--- src/rtl/spi_cfg_pkg.sv ---
package spi_cfg_pkg;
    typedef enum logic [2:0] {
        ST_PWRUP,
        ST_GAP,
        ST_CMD,
        ST_DATA,
        ST_DONE
    } rd_state_t;

    localparam logic [7:0] STD_READ_OP = 8'h03;
endpackage

--- src/rtl/spi_cfg_clkgen.sv ---
module spi_cfg_clkgen #(
    parameter int HALF_DIV = 2
) (
    input  logic clk,
    input  logic rst_n,
    input  logic run,
    output logic sck,
    output logic rise_tick,
    output logic fall_tick
);
    localparam int DIV_W = (HALF_DIV > 1) ? $clog2(HALF_DIV) : 1;

    logic [DIV_W-1:0] div_cnt;
    logic             sck_q;
    logic             half_done;

    assign half_done = run && (div_cnt == DIV_W'(HALF_DIV - 1));
    assign rise_tick = half_done && !sck_q;
    assign fall_tick = half_done && sck_q;
    assign sck       = sck_q && run;

    always_ff @(posedge clk or negedge rst_n) begin
        if (!rst_n) begin
            div_cnt <= '0;
            sck_q   <= 1'b0;
        end else if (!run) begin
            div_cnt <= '0;
            sck_q   <= 1'b0;
        end else if (half_done) begin
            div_cnt <= '0;
            sck_q   <= !sck_q;
        end else begin
            div_cnt <= div_cnt + 1'b1;
        end
    end

    // each rise tick is followed by a high serial clock
    a_r10_rise_follows: assert property (@(posedge clk) disable iff (!rst_n)
        rise_tick |=> sck_q);
    // each fall tick is followed by a low serial clock
    a_r10_fall_follows: assert property (@(posedge clk) disable iff (!rst_n)
        fall_tick |=> !sck_q);
endmodule

--- src/rtl/spi_cfg_cmd_shift.sv ---
module spi_cfg_cmd_shift #(
    parameter int WORD_W = 40
) (
    input  logic              clk,
    input  logic              rst_n,
    input  logic              load,
    input  logic [WORD_W-1:0] load_word,
    input  logic              shift,
    output logic              mosi
);
    logic [WORD_W-1:0] sreg;

    always_ff @(posedge clk or negedge rst_n) begin
        if (!rst_n) begin
            sreg <= '0;
        end else if (load) begin
            sreg <= load_word;
        end else if (shift) begin
            sreg <= {sreg[WORD_W-2:0], 1'b0};
        end
    end

    assign mosi = sreg[WORD_W-1];
endmodule

--- src/rtl/spi_cfg_rx.sv ---
module spi_cfg_rx #(
    parameter int BYTE_W = 8
) (
    input  logic              clk,
    input  logic              rst_n,
    input  logic              clr,
    input  logic              sample,
    input  logic              miso,
    output logic [BYTE_W-1:0] byte_data,
    output logic              byte_valid
);
    localparam int BC_W = $clog2(BYTE_W);

    logic [BYTE_W-2:0] acc;
    logic [BC_W-1:0]   bit_cnt;
    logic              last_bit;

    assign last_bit = (bit_cnt == BC_W'(BYTE_W - 1));

    always_ff @(posedge clk or negedge rst_n) begin
        if (!rst_n) begin
            acc        <= '0;
            bit_cnt    <= '0;
            byte_data  <= '0;
            byte_valid <= 1'b0;
        end else begin
            byte_valid <= 1'b0;
            if (clr) begin
                acc     <= '0;
                bit_cnt <= '0;
            end else if (sample) begin
                acc <= {acc[BYTE_W-3:0], miso};
                if (last_bit) begin
                    bit_cnt    <= '0;
                    byte_data  <= {acc, miso};
                    byte_valid <= 1'b1;
                end else begin
                    bit_cnt <= bit_cnt + 1'b1;
                end
            end
        end
    end

    // the byte strobe lasts a single cycle
    a_r7_valid_single: assert property (@(posedge clk) disable iff (!rst_n)
        byte_valid |=> !byte_valid);
endmodule

--- src/rtl/spi_cfg_reader.sv ---
module spi_cfg_reader
    import spi_cfg_pkg::*;
#(
    parameter int WIN_CYCLES = 30,
    parameter int HALF_DIV   = 2,
    parameter int STD_ADDR_W = 24,
    parameter int EXT_ADDR_W = 32,
    parameter int OP_W       = 8
) (
    input  logic                  clk,
    input  logic                  rst_n,
    input  logic                  init_done,
    input  logic                  ext_mode,
    input  logic [STD_ADDR_W-1:0] start_addr,
    input  logic [OP_W-1:0]       op_bus,
    input  logic                  stop,
    output logic                  spi_cs_n,
    output logic                  spi_sck,
    output logic                  spi_mosi,
    input  logic                  spi_miso,
    output logic [7:0]            byte_data,
    output logic                  byte_valid
);
    localparam int CMD_W   = OP_W + EXT_ADDR_W;
    localparam int STD_LEN = OP_W + STD_ADDR_W;
    localparam int PAD_W   = CMD_W - STD_LEN;
    localparam int CNT_W   = $clog2(CMD_W + 1);
    localparam int WIN_W   = $clog2(WIN_CYCLES + 1);

    rd_state_t        state, state_nx;
    logic [WIN_W-1:0] win_cnt;
    logic [CNT_W-1:0] cmd_cnt;
    logic [CNT_W-1:0] cmd_len;
    logic             win_last;
    logic             load_cmd;
    logic             shift_cmd;
    logic             cmd_over;
    logic             run_sck;
    logic             rise_tick;
    logic             fall_tick;
    logic             rx_sample;
    logic [CMD_W-1:0] cmd_word;

    assign win_last  = (win_cnt == WIN_W'(WIN_CYCLES - 1));
    assign cmd_over  = (cmd_cnt == cmd_len);
    assign load_cmd  = (state == ST_GAP) && win_last;
    assign shift_cmd = (state == ST_CMD) && fall_tick && !cmd_over;
    assign rx_sample = (state == ST_DATA) && rise_tick && !stop;

    generate
        if (PAD_W > 0) begin : g_pad
            assign cmd_word = ext_mode ? {op_bus, {EXT_ADDR_W{1'b0}}}
                                       : {STD_READ_OP, start_addr, {PAD_W{1'b0}}};
        end else begin : g_nopad
            assign cmd_word = ext_mode ? {op_bus, {EXT_ADDR_W{1'b0}}}
                                       : {STD_READ_OP, start_addr};
        end
    endgenerate

    // state register
    always_ff @(posedge clk or negedge rst_n) begin
        if (!rst_n) state <= ST_PWRUP;
        else        state <= state_nx;
    end

    // next state
    always_comb begin
        state_nx = state;
        unique case (state)
            ST_PWRUP: if (init_done) state_nx = ST_GAP;
            ST_GAP:   if (win_last)  state_nx = ST_CMD;
            ST_CMD: begin
                if (stop)                       state_nx = ST_DONE;
                else if (fall_tick && cmd_over) state_nx = ST_DATA;
            end
            ST_DATA:  if (stop) state_nx = ST_DONE;
            ST_DONE:  state_nx = ST_DONE;
            default:  state_nx = ST_PWRUP;
        endcase
    end

    // outputs
    always_comb begin
        spi_cs_n = 1'b0;
        run_sck  = 1'b0;
        unique case (state)
            ST_PWRUP: spi_cs_n = 1'b0;
            ST_GAP:   spi_cs_n = 1'b1;
            ST_CMD:   run_sck  = 1'b1;
            ST_DATA:  run_sck  = 1'b1;
            ST_DONE:  spi_cs_n = 1'b1;
            default:  spi_cs_n = 1'b1;
        endcase
    end

    // window and command counters
    always_ff @(posedge clk or negedge rst_n) begin
        if (!rst_n) begin
            win_cnt <= '0;
            cmd_cnt <= '0;
            cmd_len <= '0;
        end else begin
            if (state == ST_GAP) win_cnt <= win_cnt + 1'b1;
            else                 win_cnt <= '0;
            if (load_cmd) begin
                cmd_cnt <= '0;
                cmd_len <= ext_mode ? CNT_W'(CMD_W) : CNT_W'(STD_LEN);
            end else if ((state == ST_CMD) && rise_tick) begin
                cmd_cnt <= cmd_cnt + 1'b1;
            end
        end
    end

    spi_cfg_clkgen #(.HALF_DIV(HALF_DIV)) u_clk (
        .clk      (clk),
        .rst_n    (rst_n),
        .run      (run_sck),
        .sck      (spi_sck),
        .rise_tick(rise_tick),
        .fall_tick(fall_tick)
    );

    spi_cfg_cmd_shift #(.WORD_W(CMD_W)) u_cmd (
        .clk      (clk),
        .rst_n    (rst_n),
        .load     (load_cmd),
        .load_word(cmd_word),
        .shift    (shift_cmd),
        .mosi     (spi_mosi)
    );

    spi_cfg_rx #(.BYTE_W(8)) u_rx (
        .clk       (clk),
        .rst_n     (rst_n),
        .clr       (load_cmd),
        .sample    (rx_sample),
        .miso      (spi_miso),
        .byte_data (byte_data),
        .byte_valid(byte_valid)
    );

    // while waiting for init, the flash is selected and the clock idle
    a_r1_pwrup_idle: assert property (@(posedge clk) disable iff (!rst_n)
        (state == ST_PWRUP) |-> (!spi_cs_n && !spi_sck && !byte_valid));
    // the serial clock never toggles while chip select is high
    a_r3_no_sck_deselected: assert property (@(posedge clk) disable iff (!rst_n)
        spi_cs_n |-> !spi_sck);
    // the serial output holds while the clock is high
    a_r4_mosi_stable: assert property (@(posedge clk) disable iff (!rst_n)
        (spi_sck && $past(spi_sck)) |-> $stable(spi_mosi));
    // stop during the read releases chip select on the next cycle
    a_r9_stop_release: assert property (@(posedge clk) disable iff (!rst_n)
        (stop && ((state == ST_CMD) || (state == ST_DATA))) |=> (spi_cs_n && !spi_sck));
    // once finished, no further bytes arrive
    a_r9_done_quiet: assert property (@(posedge clk) disable iff (!rst_n)
        ((state == ST_DONE) && $past(state == ST_DONE)) |-> !byte_valid);
    // the window ends in the command phase
    a_r2_window_exit: assert property (@(posedge clk) disable iff (!rst_n)
        ((state == ST_GAP) && win_last) |=> (state == ST_CMD) && !spi_cs_n);
endmodule

--- config.mk ---
export PLATFORM = sky130hd
export DESIGN_NAME = spi_cfg_reader
export DESIGN_NICKNAME = d
export VERILOG_FILES = /design/src/rtl/spi_cfg_pkg.sv /design/src/rtl/spi_cfg_clkgen.sv /design/src/rtl/spi_cfg_cmd_shift.sv /design/src/rtl/spi_cfg_rx.sv /design/src/rtl/spi_cfg_reader.sv
export SDC_FILE = /design/constraint.sdc
export NUM_CORES = 1
export LEC_CHECK = 0
export BUFFER_PORTS_ARGS = -buffer_cell sky130_fd_sc_hd__buf_2
export CAP_MARGIN = 10
export CORE_MARGIN = 2
export CORE_UTILIZATION = 50
export DETAILED_ROUTE_END_ITERATION = 7
export GPL_ROUTABILITY_DRIVEN = 0
export HOLD_SLACK_MARGIN = 0.06
export PLACE_DENSITY = 0.72
export SYNTH_ARGS = -nofsm -noshare
export SYNTH_HDL_FRONTEND = slang
export SYNTH_SLANG_ARGS = --single-unit
--- constraint.sdc ---
create_clock -name clk -period 2.6 [get_ports clk]
set_clock_uncertainty 0.15 [all_clocks]
set_input_delay 0.39 -clock clk [delete_from_list [all_inputs] [get_ports clk]]
set_output_delay 0.39 -clock clk [all_outputs]
set_load 0.01 [all_outputs]
==> implementation parameters <==
Parameter                              Value

Global route
  Number of antenna violations at the first check in global routing ... 0
  Grt ovf ... 0
  Gr usage total ... 18.8%
  Maximum number of pins on one net before global-route repair ... 47
  First-pass GRT wire length ... 10400 µm
  Vias in the first global route ... 2177

Timing
  Number of setup violations in the final report ... 0
  Endpoints failing hold ... 0
  Worst rel slew slack ... 52.6%
  Crit path time final ... 2.21 ns
  Actual transition at the worst max-transition pin ... 0.707 ns
  Highest attainable clock frequency ... 0.452 GHz
  RSZ-0062 raised after global routing ... false
  Fraction of the cycle the final worst path needs ... 85.0%
  Count of final max-slew check failures ... 0
  Final TNS setup ... 0 ns
  Worst hold slack ... 0.137 ns

Critical path
  Required time at the worst-slack endpoint ... 2.69 ns
  Capturing element type of the critical path ... register
  Delay of the slowest cell on the worst path ... 0.39 ns
  Startpoint class of the critical path ... register
  Top fanout value on the critical path ... 34
  Data arrival, critical path ... 2.30 ns
  Start-to-end type of the worst setup path ... reg2reg
  Cells along the critical path ... inv_1, ha_1, or3b_4, o311ai_4, buf_4, nor2_1, a311oi_1
  Slowest stage cell on the critical path ... sky130_fd_sc_hd__dfrtp_1

Clocking
  Maximum count of clock buffers along a single path ... 2
  Cts-stage hold buffer count ... 1
  Root Buffer ... sky130_fd_sc_hd__clkbuf_8
  Worst-Skew Late Latency ... 0.34 ns
  H-tree depth ... 3
  TritonCTS clock tree ... done
  Clock slew at reported path FFs ... 0.07 ns
  Post-cts repair resize count ... 0
  Post-CTS Setup Bufs ... 0
  Number of buffers inserted during clock tree synthesis ... 9
  Number of sinks handled by clock tree synthesis ... 69

Pwr
  Leakage power of the design ... 1.77 nW
  Logic pwr share ... 18.6%
  PwrDens ... 793 nW/µm²
  Sequential power share ... 51.3%
  Internal power of the cells ... 2.09 mW
  Fraction of power consumed by the clock network ... 30.1%
  Switching power total ... 795 µW
  Highest ir drop seen on vdd ... 426 µV
  Switching Share ... 27.5%

Die
  Initial Utilization ... 52.1%
  Area of the placeable core ... 5990 µm²
  Overall die area ... 6890 µm²
  Standard-cell row count ... 28
  Ports ... 50
  Die width ... 83.0 µm
  Die height ... 83.0 µm

Layout
  Number of inserted diodes ... 0
  Fraction of final layout cells with drive strength greater than 1 ... 33.1%
  Final Net Count ... 353
  Finished Core Util ... 60.7%
  Layout Area Growth over Synthesis ... 16.5%

Synth
  Number of warnings issued by yosys ... 0
  Top cells by count, synth ... sky130_fd_sc_hd__dfrtp_1 (69), sky130_fd_sc_hd__a21o_1 (23), sky130_fd_sc_hd__o221a_2 (19)
  Post-synthesis async set-or-reset flop share ... 100%
  Ys flop type ... sky130_fd_sc_hd__dfrtp_1
  Sequential element share of the synthesized area ... 55.3%
  Area contributors post-synth ... sky130_fd_sc_hd__dfrtp_1 (55%), sky130_fd_sc_hd__o221a_2 (6.9%), sky130_fd_sc_hd__a21o_1 (5.5%)
  Synth top area share ... 55.3%
  Cell area after synthesis ... 3120 µm²
  Number of enable flip-flop cells after synthesis ... 0
  Library cells used by synthesis ... 41
  Dominant cell type by area after synthesis ... sky130_fd_sc_hd__dfrtp_1
  Synthesized net count ... 303
  Synth Instances ... 259
  Cell with the most instances after synthesis ... sky130_fd_sc_hd__dfrtp_1
  Yosys reg bits ... 69
  Syn_area_per_cell ... 12.1 µm²

Detailed routing
  Detail-routed net length per standard cell ... 15.1 µm
  Antenna violation net count after detailed routing ... 0
  Routed via count divided by cell count ... 5.58
  Final Routed Wirelength ... 5860 µm
  Count of vias placed by the detailed router ... 2169
  Post-detailed-route DRC marker count ... 0
  Drt initial violations ... 109
  First-pass DRT Iterations ... 4

Placement
  Buffers added on ports ... 49
  Total half-perimeter wirelength after legalization and detailed placement ... 3890 µm

Run status
  Result of the run ... finished, final reports clean

Flow run
  Max-Cap Viols ... 0

Hold path
  Tightest Hold Check Type ... in2reg
flip-flops by register name (all words and copies together), names as in the netlist, 2 cells and up:
register / cells
u_rx.byte_data: 8
cmd_cnt: 6
cmd_len: 2
state: 3
u_rx.acc: 7
u_cmd.sreg: 32
win_cnt: 5
u_rx.bit_cnt: 3
stage by stage:
step	cells	instance area [µm²]	worst slack [ns]	power [mW]
2_1_floorplan	259	3120	0.434	1.87
3_3_place_gp	372	3430	0.426	2.01
3_5_place_dp	372	3430	0.379	2.03
4_1_cts	389	3640	0.356	2.92
5_1_grt	389	3640	0.200	3.06
6_report	389	3640	0.389	2.89
metal layers:
layer | routed length [µm] | track usage [%] | part of all wire [%] | vias to the layer above
li1 | - | - | - | 1047
met1 | 2980 | 27.7 | 51 | 1059
met2 | 2510 | 26.5 | 43 | 56
met3 | 280 | 5.67 | 4.8 | 7
met4 | 87 | 6.26 | 1.5 | 0
met5 | 0 | 0 | 0 | -
cell usage in the layout (no fill, tap or decap), types with 2 or more instances in the layout:
cell / instances
sky130_fd_sc_hd__a21o_1: 23
sky130_fd_sc_hd__a21oi_1: 2
sky130_fd_sc_hd__a22o_1: 10
sky130_fd_sc_hd__buf_2: 49
sky130_fd_sc_hd__buf_4: 4
sky130_fd_sc_hd__clkbuf_8: 10
sky130_fd_sc_hd__clkinvlp_4: 2
sky130_fd_sc_hd__dfrtp_1: 69
sky130_fd_sc_hd__ha_1: 6
sky130_fd_sc_hd__inv_1: 11
sky130_fd_sc_hd__mux2_2: 8
sky130_fd_sc_hd__nand2_1: 18
sky130_fd_sc_hd__nand2b_1: 4
sky130_fd_sc_hd__nand3_1: 6
sky130_fd_sc_hd__nor2_1: 18
sky130_fd_sc_hd__nor3_1: 4
sky130_fd_sc_hd__o211ai_1: 2
sky130_fd_sc_hd__o21ai_0: 3
sky130_fd_sc_hd__o221a_1: 9
sky130_fd_sc_hd__o221a_2: 19
sky130_fd_sc_hd__xnor2_1: 7
sky130_fd_sc_hd__xor2_1: 4
cell families (layout without fill, tap and decap cells):
logic type	Yosys count	in the layout	synth area share, %
fa+ha+maj	6	6	2.40
compound gates	74	74	21.9
flops	69	69	55.3
mux	9	9	3.21
buf+inv	28	83	4.13
simple gates	62	62	10.0
xor+xnor	11	11	3.08
power groups by stage:
stage	sequential, mW	combinational (mW)	clock (mW)
finish	1.48	0.535	0.869
global route	1.52	0.608	0.936
CTS	1.48	0.543	0.895
detailed placement	1.49	0.540	0
global placement	1.49	0.516	0
floorplan	1.45	0.416	0
path summary, 6_finish.rpt:
path                            depth (start not counted)  slack [ns]     startpoint             end
worst min-delay path                                    3        0.14      op_bus[0]  u_cmd.sreg[32]
worst max-delay path                                    7        0.39     cmd_cnt[0]  u_cmd.sreg[31]
worst max register to register                          7        0.39     cmd_cnt[0]  u_cmd.sreg[31]
worst min register to register                          1        0.33  u_clk.div_cnt   u_clk.div_cnt
min in group asynchronous                               2        0.43          rst_n     u_clk.sck_q
max in group asynchronous                               3        1.25          rst_n  u_cmd.sreg[20]
final cells by class:
cell class | instances | area, µm²
inverters | 12 | 45.0
well taps | 75 | 93.8
fillers | 487 | 2350
clock inverters | 5 | 58.8
multi-input cells | 162 | 1270
flip-flops and latches | 69 | 1730
clock buffers | 11 | 141
repair buffers | 55 | 305
worst max-delay path: cells and delay by family (launching register included):
| family | cells | cell delay, ns |
|---|---|---|
| adder cells (fa/ha/maj) | 1 | 0.16 |
| buffers and inverters | 2 | 0.48 |
| flip-flops | 1 | 0.39 |
| AND/OR/NAND/NOR | 2 | 0.46 |
| AO/OA/AOI/OAI | 2 | 0.47 |
No activity file was read; power rests on OpenSTA's default activity.
